File: config.mk
export PLATFORM = sky130hd
export DESIGN_NAME = shift_norm_unit
export DESIGN_NICKNAME = d
export VERILOG_FILES = /design/src/rtl/snu_pkg.sv /design/src/rtl/snu_loader.sv /design/src/rtl/snu_step.sv /design/src/rtl/snu_fsm.sv /design/src/rtl/shift_norm_unit.sv
export SDC_FILE = /design/constraint.sdc
export NUM_CORES = 1
export LEC_CHECK = 0
export ABC_AREA = 0
export CAP_MARGIN = 40
export CORE_MARGIN = 8
export CORE_UTILIZATION = 35
export CTS_BUF_LIST = sky130_fd_sc_hd__clkbuf_2 sky130_fd_sc_hd__clkbuf_4 sky130_fd_sc_hd__clkbuf_8
export DETAILED_ROUTE_END_ITERATION = 16
export GPL_ROUTABILITY_DRIVEN = 0
export GPL_TIMING_DRIVEN = 0
export HOLD_SLACK_MARGIN = 0.06
export MAX_ROUTING_LAYER = met4
export PLACE_DENSITY = 0.61
export SKIP_CTS_REPAIR_TIMING = 1
export SLEW_MARGIN = 20
export SYNTH_ARGS = -nofsm -noshare
export SYNTH_HDL_FRONTEND = slang
export SYNTH_SLANG_ARGS = --single-unit
export TNS_END_PERCENT = 1
File: constraint.sdc
create_clock -name clk -period 7.1 [get_ports clk]
set_clock_uncertainty 0.2 [all_clocks]
set_input_delay 1.42 -clock clk [delete_from_list [all_inputs] [get_ports clk]]
set_output_delay 1.42 -clock clk [all_outputs]
set_load 0.005 [all_outputs]
File: src/rtl/snu_pkg.sv
package snu_pkg;
    localparam int CNT_W = 5;

    typedef struct packed {
        logic             left;
        logic             circ;
        logic             cen;
        logic [CNT_W-1:0] cnt;
    } ctrl_t;

    typedef enum logic [1:0] {
        S_IDLE  = 2'd0,
        S_SHIFT = 2'd1,
        S_NORM  = 2'd2,
        S_HOLD  = 2'd3
    } state_t;

    localparam logic [1:0] A_DATA  = 2'd0;
    localparam logic [1:0] A_CTRL  = 2'd1;
    localparam logic [1:0] A_CARRY = 2'd2;
    localparam logic [7:0] NORM_CODE = 8'h80;
endpackage

File: src/rtl/snu_loader.sv
module snu_loader #(
    parameter int DATA_W = 32,
    parameter int BYTE_W = 8
) (
    input  logic              clk,
    input  logic              rst_n,
    input  logic              byte_we,
    input  logic              clr,
    input  logic [BYTE_W-1:0] wdata,
    output logic [DATA_W-1:0] operand,
    output logic              full
);
    localparam int NBYTES = DATA_W / BYTE_W;
    localparam int PTR_W  = $clog2(NBYTES);

    logic [PTR_W-1:0] ptr;
    logic [PTR_W:0]   cnt;

    always_ff @(posedge clk or negedge rst_n) begin
        if (!rst_n) begin
            operand <= '0;
            ptr     <= '0;
            cnt     <= '0;
        end else if (clr) begin
            ptr <= '0;
            cnt <= '0;
        end else if (byte_we) begin
            operand[ptr*BYTE_W +: BYTE_W] <= wdata;
            ptr <= (ptr == PTR_W'(NBYTES-1)) ? '0 : ptr + 1'b1;
            cnt <= (cnt == (PTR_W+1)'(NBYTES)) ? (PTR_W+1)'(1) : cnt + 1'b1;
        end
    end

    assign full = (cnt == (PTR_W+1)'(NBYTES));
endmodule

File: src/rtl/snu_step.sv
module snu_step #(
    parameter int DATA_W = 32
) (
    input  logic [DATA_W-1:0] w_in,
    input  logic              c_in,
    input  logic              fill,
    input  logic              left,
    input  logic              circ,
    input  logic              cen,
    output logic [DATA_W-1:0] w_out,
    output logic              c_out
);
    logic out_bit;
    logic in_bit;

    always_comb begin
        out_bit = left ? w_in[DATA_W-1] : w_in[0];
        if (circ) in_bit = cen ? c_in : out_bit;
        else      in_bit = cen ? fill : 1'b0;
        w_out = left ? {w_in[DATA_W-2:0], in_bit} : {in_bit, w_in[DATA_W-1:1]};
        c_out = cen ? out_bit : c_in;
    end
endmodule

File: src/rtl/snu_fsm.sv
module snu_fsm
    import snu_pkg::*;
#(
    parameter int DATA_W  = 32,
    parameter int LATENCY = 36
) (
    input  logic              clk,
    input  logic              rst_n,
    input  logic              start,
    input  logic [7:0]        start_word,
    input  logic [DATA_W-1:0] operand,
    input  logic              carry_in,
    output logic              busy,
    output logic              done,
    output logic              is_norm,
    output logic [DATA_W-1:0] res,
    output logic              res_carry,
    output logic [CNT_W-1:0]  res_exp
);
    localparam int CYC_W = $clog2(LATENCY);
    localparam logic [CNT_W-1:0] MAX_STEPS = '1;
    localparam logic [CYC_W-1:0] LAST_CYC = CYC_W'(LATENCY - 1);

    state_t           state, state_n;
    ctrl_t            sw_c, mc;
    logic [CYC_W-1:0] cyc;
    logic [CNT_W-1:0] steps;
    logic [DATA_W-1:0] wreg, sh_w;
    logic             wc, sh_c, fill, norm_q, do_step;

    assign sw_c = ctrl_t'(start_word);

    snu_step #(.DATA_W(DATA_W)) u_step (
        .w_in (wreg), .c_in (wc), .fill (fill),
        .left (mc.left), .circ (mc.circ), .cen (mc.cen),
        .w_out(sh_w), .c_out(sh_c)
    );

    always_comb begin
        state_n = state;
        done    = 1'b0;
        do_step = 1'b0;
        unique case (state)
            S_IDLE: if (start) begin
                if (start_word == NORM_CODE)  state_n = S_NORM;
                else if (sw_c.cnt == '0)      state_n = S_HOLD;
                else                          state_n = S_SHIFT;
            end
            S_SHIFT: begin
                do_step = 1'b1;
                if (steps + 1'b1 == mc.cnt) state_n = S_HOLD;
            end
            S_NORM: begin
                if (wreg[DATA_W-1] || steps == MAX_STEPS) state_n = S_HOLD;
                else                                      do_step = 1'b1;
            end
            S_HOLD: if (cyc == LAST_CYC) begin
                done    = 1'b1;
                state_n = S_IDLE;
            end
            default: state_n = S_IDLE;
        endcase
    end

    always_ff @(posedge clk or negedge rst_n) begin
        if (!rst_n) state <= S_IDLE;
        else        state <= state_n;
    end

    always_ff @(posedge clk or negedge rst_n) begin
        if (!rst_n) begin
            cyc <= '0; steps <= '0; wreg <= '0; wc <= 1'b0;
            fill <= 1'b0; mc <= '0; norm_q <= 1'b0;
        end else if (state == S_IDLE) begin
            if (start) begin
                wreg   <= operand;
                wc     <= carry_in;
                fill   <= carry_in;
                mc     <= sw_c;
                norm_q <= (start_word == NORM_CODE);
                steps  <= '0;
                cyc    <= '0;
            end
        end else begin
            cyc <= cyc + 1'b1;
            if (do_step) begin
                wreg  <= sh_w;
                wc    <= sh_c;
                steps <= steps + 1'b1;
            end
        end
    end

    assign busy      = (state != S_IDLE);
    assign is_norm   = norm_q;
    assign res       = wreg;
    assign res_carry = wc;
    assign res_exp   = steps;

    AST_LATENCY: assert property (@(posedge clk) disable iff (!rst_n)
        $fell(busy) |-> $past(cyc) == LAST_CYC);
    AST_NORM_RESULT: assert property (@(posedge clk) disable iff (!rst_n)
        (done && norm_q) |-> (wreg[DATA_W-1] || (wreg == '0 && steps == MAX_STEPS)));
    AST_SHIFT_COUNT: assert property (@(posedge clk) disable iff (!rst_n)
        (done && !norm_q) |-> steps == mc.cnt);
endmodule

File: src/rtl/shift_norm_unit.sv
module shift_norm_unit
    import snu_pkg::*;
#(
    parameter int DATA_W  = 32,
    parameter int BYTE_W  = 8,
    parameter int LATENCY = 36
) (
    input  logic              clk,
    input  logic              rst_n,
    input  logic              wr_en,
    input  logic              rd_en,
    input  logic [1:0]        addr,
    input  logic [BYTE_W-1:0] wdata,
    output logic [BYTE_W-1:0] rdata,
    output logic              busy
);
    localparam int NBYTES = DATA_W / BYTE_W;
    localparam int PTR_W  = $clog2(NBYTES);

    logic [DATA_W-1:0] operand, res, result_q;
    logic [CNT_W-1:0]  res_exp;
    logic [BYTE_W-1:0] ctrl_q;
    logic [PTR_W-1:0]  rptr;
    logic full, done, is_norm, res_carry, carry_q;
    logic wr_ok, byte_we, ctrl_we, carry_we, start;

    assign wr_ok    = wr_en && !busy;
    assign byte_we  = wr_ok && (addr == A_DATA);
    assign ctrl_we  = wr_ok && (addr == A_CTRL);
    assign carry_we = wr_ok && (addr == A_CARRY);
    assign start    = ctrl_we && full;

    snu_loader #(.DATA_W(DATA_W), .BYTE_W(BYTE_W)) u_load (
        .clk(clk), .rst_n(rst_n), .byte_we(byte_we), .clr(start),
        .wdata(wdata), .operand(operand), .full(full)
    );

    snu_fsm #(.DATA_W(DATA_W), .LATENCY(LATENCY)) u_fsm (
        .clk(clk), .rst_n(rst_n), .start(start), .start_word(wdata),
        .operand(operand), .carry_in(carry_q), .busy(busy), .done(done),
        .is_norm(is_norm), .res(res), .res_carry(res_carry), .res_exp(res_exp)
    );

    always_ff @(posedge clk or negedge rst_n) begin
        if (!rst_n) begin
            result_q <= '0;
            ctrl_q   <= '0;
            carry_q  <= 1'b0;
        end else if (done) begin
            result_q <= res;
            carry_q  <= res_carry;
            if (is_norm) ctrl_q[CNT_W-1:0] <= res_exp;
        end else begin
            if (ctrl_we)  ctrl_q  <= wdata;
            if (carry_we) carry_q <= wdata[0];
        end
    end

    always_ff @(posedge clk or negedge rst_n) begin
        if (!rst_n)                        rptr <= '0;
        else if (done)                     rptr <= '0;
        else if (rd_en && addr == A_DATA)  rptr <= rptr + 1'b1;
    end

    always_comb begin
        unique case (addr)
            A_DATA:  rdata = result_q[rptr*BYTE_W +: BYTE_W];
            A_CTRL:  rdata = ctrl_q;
            A_CARRY: rdata = {{(BYTE_W-1){1'b0}}, carry_q};
            default: rdata = '0;
        endcase
    end

    AST_RESULT_HOLD: assert property (@(posedge clk) disable iff (!rst_n)
        (busy && $past(busy)) |-> $stable(result_q));
    AST_BUSY_WRITE: assert property (@(posedge clk) disable iff (!rst_n)
        (busy && !done && wr_en) |=> ($stable(operand) && $stable(ctrl_q) && $stable(carry_q)));
    AST_START_LOADED: assert property (@(posedge clk) disable iff (!rst_n)
        $rose(busy) |-> $past(full));
endmodule

# Yosys cells after proc, flatten, opt, wreduce, memory -nomap -nowiden
# Cells that the tools add are included.
op_classes:
  n_eq_ne: 16
  bitwise: 2
  n_mux: 43
  shift: 3
  add_sub_neg: 6
  reduce_logical: 25
ops:
  columns: ["operator", "count"]
  rows:
  - ["$mux 32", 4]
  - ["$neg 5->34", 1]
  - ["$shift 8x34->32 const A", 1]
  - ["$shiftx 8x34->32", 1]
  - ["$bwmux 32", 1]
  - ["$shiftx 32x6->8", 1]
  - ["$mux 5", 6]
  - ["$pmux 8 s3", 1]
  - ["$mux 2", 11]
  - ["$reduce_bool 2->1", 7]
  - ["$mux 1", 13]
  - ["$mux 6", 2]
  - ["$reduce_and 2->1", 5]
  - ["$mux 3", 3]
  - ["$eq 2x2->1 const B", 4]
  - ["$eq 8x8->1 const B", 1]
  - ["$ne 2x1->1 const B", 4]
  - ["$pmux 2 s4", 1]
  - ["$add 6x1->6 const B", 1]
  - ["$eq 6x6->1 const B", 1]
  - ["$logic_and 1x1->1", 6]
  - ["$add 5x1->5 const B", 1]
  - ["$eq 5x5->1", 1]
  - ["$eq 5x5->1 const B", 1]
  - ["13 further kinds", 17]
totals:
  register_bits: 136
  output_inout_bits: 9
  input_bits: 14
  elab_cells: 114

# Depth between registers and ports, before layout
depth:
  word_depth: 7
  mapped_depth: 10
  mapped_depth_nobuf: 8

# By module
# A second synthesis with hierarchy kept.
hier_totals:
  cells_unflattened: 587
  area_unflattened_um2: 6884.1
by_module_without_submodules:
  columns: ["module", "cells_each", "n_inst", "seq_area_each_um2", "area_each_um2"]
  rows:
  - ["snu_fsm", 251, 1, 1401.3, 2720.1]
  - ["shift_norm_unit", 134, 1, 1076.0, 2058.2]
  - ["snu_loader", 157, 1, 925.9, 1649.1]
  - ["snu_step", 45, 1, 0.0, 456.7]

# Least setup slack after synthesis
# Ideal clock, no wire load.
synth_timing:
  path_type: "input to output"
  from: "input addr[1]"
  to: "output rdata[0]"
  required_ns: 5.480
  slack_ns: 3.594
  arrival_ns: 1.886
  path_buffers: 1
  path_stages: 4
  cell_sequence: "buf_2 nor2b_1 nand2_1 o21ai_0"
synth_between:
  elab_chain_cells: 2
  word_cells_on_any_way: 4
  classes_between: "eq/ne (2); mux (1); reduce/logical (1)"
synth_lines:
  columns: ["element", "line_no", "text"]
  rows:
  - ["start: declaration", "shift_norm_unit.sv:12", "input logic [1:0] addr,"]
  - ["$eq 2x2->1, or another cell as far along", "shift_norm_unit.sv:66", "unique case (addr)"]
  - ["$pmux 8 s3 *", "shift_norm_unit.sv:66", null]
  - ["end: declaration", "shift_norm_unit.sv:14", "output logic [BYTE_W-1:0] rdata,"]
# Mark *: on every way between the ends. The rest lies on a longest branch, timed or not.

# Worst setup path after layout
# Ends and elaborated chain as after synthesis.

==> metrics.md <==
| Metric | Value |
|---|---|
| Total power | 1.62 mW |
| Gr usage total | 15.4% |
| H-tree Lvls | 4 |
| #FFs+latches synth | 136 |
| Area of all placed cells without fillers | 7770 um2 |
| Chip width | 155 um |
| Register area share after synthesis | 50.3% |
| Most frequent cell after synthesis | nand2_1 |
| Share of layout cells above drive strength 1 | 11.0% |
| Arr. time, crit path | 3.11 ns |
| Number of synthesized flops with an enable pin | 0 |
| Die Y | 155 um |
| Crit path max fanout | 10 |
| Main area contributors after synthesis | dfrtp_1 50%, nand2_1 13%, mux2i_1 6.4% |
| Final net count | 811 |
| RSZ-0062 raised after global routing | no |
| Worst Tran Pin Value | 0.826 ns |
| CTS max path bufs | 2 |
| P_leak | 3.68 nW |
| Root buf cell | clkbuf_8 |
| Critical-path top delay cell | clkdlybuf4s50_1 |
| Total Wirelength | 17,400 um |
| Yosys warning total | 0 |
| Placed standard-cell area | 7340 um2 |
| CP required | 5.48 ns |
| Peak supply drop | 82.2 uV |
| Post-DP HPWL | 12,600 um |
| Final setup viols | 0 |
| Outcome | complete, no violations |
| Drt pass-1 iters | 5 |
| Cell area after synthesis | 6760 um2 |
| CP endpoint kind | primary output |
| Max Cap Viol | 0 |
| Die area | 24,000 um2 |
| Initial antenna violation count | 0 |
| Initial Util | 35.2% |
| Total number of vias | 5,148 |
| Pins Over Slew Limit | 0 |
| Number of antenna diodes | 0 |
| Top cell by count, worst path | clkdlybuf4s50_1 |
| Hold Crit Start | result_q[29]$_DFFE_PN0P_ |
| Vias in the first global route | 4,986 |
| Clock slew at reported path FFs | 0.08 ns |
| Drt drc | 0 |
| Fmax | 212 MHz |
| Commonest cells post-synth | 235 x nand2_1, 136 x dfrtp_1, 55 x nor2_1 |
| Clock Sinks | 136 |
| ANT nets after route | 0 |
| Distinct cells, synth | 47 |
| Row count | 51 |
| Final core occ | 40.4% |
| Total core area | 19,200 um2 |
| Crit Path Category | primary input to primary output |
| Drt wl/cell | 16.5 um |
| Beginning of the critical path | addr[1] |
| Top-area cell type share of the netlist area | 50.3% |
| Main synth FF type | dfrtp_1 |
| CTS tree | built |
| Port Buffers | 20 |
| Worst slew margin | 44.5% |
| Area Growth Syn to Fin | 14.9% |
| FF-to-FF Start | u_fsm.res_exp[0]$_DFFE_PN0P_ |
| Fin. Hold Viols | 0 |
| First-pass GRT wire length | 27,700 um |
| Setup tns final | 0 ns |
| Worst setup SP type | primary input |
| Cell taking the most area after synthesis | dfrtp_1 |
| Cell Chain, Critical Path | clkdlybuf4s50_1, buf_2, nor2b_1, nand2_1, o21ai_0, clkdlybuf4s50_1 |
| CP top delay family | buffers and inverters |
| Vias per cell | 4.87 |
| Final WS setup | 2.37 ns |
| Mapped Cells | 738 |
| Syn nets | 768 |
| Buf+Inv Stages, Crit Path | 3 |
| Dpl ws | 2.39 ns |
| CTS buffer count | 17 |
| Drt first-iter violations | 363 |
| Min Tclk post-route | 4.73 ns |
| IO Pins | 23 |
| Crit-path max cell delay | 0.55 ns |
| Post-Syn Area per Cell | 9.16 um2 |
| Period utilization | 66.6% |
| Class of the worst hold path | flop to flop |
| Pwr Density | 208 nW/um2 |
| Asr flop ratio synth | 100% |
| Skew-Pair Late Insertion Delay | 0.45 ns |
| Pin count of the biggest net entering global routing | 88 |
| Total grt overflow | 0 |
cell usage in the layout, fill, tap and decap left out, types with 4 or more instances in the layout:
cell             instances
buf_2                   18
nor2_1                  55
buf_6                    5
mux4_2                   8
mux2i_1                 43
dfrtp_1                136
nand3_1                 13
o21ai_1                 32
clkdlybuf4s50_1         19
clkinv_2                 6
and3_1                   5
a31oi_1                  6
o21ai_0                 47
bufinv_16                4
inv_1                   12
xor2_1                   6
clkbuf_8                19
ha_1                    16
mux2_2                   7
a21oi_1                 33
nand2_1                235
clkbuf_1                14
xnor2_1                  4
buf_1                    5
worst min-delay path: stages (launching register included):
cell	delay (ns)
dfrtp_1	0.34
nand2_1	0.05
nand2_1	0.05
path summary, 6_finish.rpt:
kind | to | slack (ns) | cells after the start
min in group asynchronous | u_load.operand[16]$_DFFE_PN0P_ | 0.67 | 1
max in group asynchronous | u_fsm.cyc[2]$_DFFE_PN0P_ | 5.26 | 2
max | rdata[0] | 2.37 | 6
min reg2reg | result_q[29]$_DFFE_PN0P_ | 0.27 | 2
max reg2reg | u_fsm.res[9]$_DFFE_PN0P_ | 4.51 | 8
min | result_q[29]$_DFFE_PN0P_ | 0.27 | 2
cells by family after synthesis:
family                     synth area share [%]
and+or+nand+nor                            19.7
DFF                                        50.3
AOI/OAI and AO/OA                          11.1
muxes                                      10.2
buffers and inverters                      4.05
adders and majority gates                  2.96
xor gates and xnor gates                   1.63
flip-flops by register name (all words and copies together) (netlist names):
register	count
carry_q	1
u_fsm.res	32
result_q	32
u_fsm.state	2
ctrl_q	8
u_fsm.fill	1
u_load.ptr	2
u_load.operand	32
rptr	2
u_fsm.res_exp	5
u_fsm.is_norm	1
u_fsm.res_carry	1
u_fsm.mc	8
u_fsm.cyc	6
u_load.cnt	3
metal layers:
| layer | routed length (um) | global-route usage [%] | up-vias |
|---|---|---|---|
| met5 | 0 | - | - |
| met4 | 329 | 6.21 | 0 |
| met3 | 696 | 2.47 | 23 |
| met2 | 7920 | 22.6 | 93 |
| met1 | 8460 | 20.9 | 2485 |
| li1 | - | - | 2547 |
per-stage QoR:
step	hold slack (ns)	std cells
final	0.275	1058
after global routing	0.295	1058
after CTS	0.278	1058
after detailed placement	0.259	1027
after global placement	0.253	1023
after floorplan	0.240	738
final cells by class:
class,count,area (um2)
fill,1941,11400
sequential,136,3400
multi-input combinational,547,3090
tap,265,332
clock buffer,21,277
timing repair buffer,24,248
buffer,42,225
clock inverter,10,150
inverter,13,48.8
power breakdown:
group,total [mW],switching [mW],internal [mW]
combinational,0.120,0.0729,0.0475
sequential,0.798,0.0105,0.788
clock,0.700,0.296,0.404
Note: power is estimated with default switching activity, not from simulation.
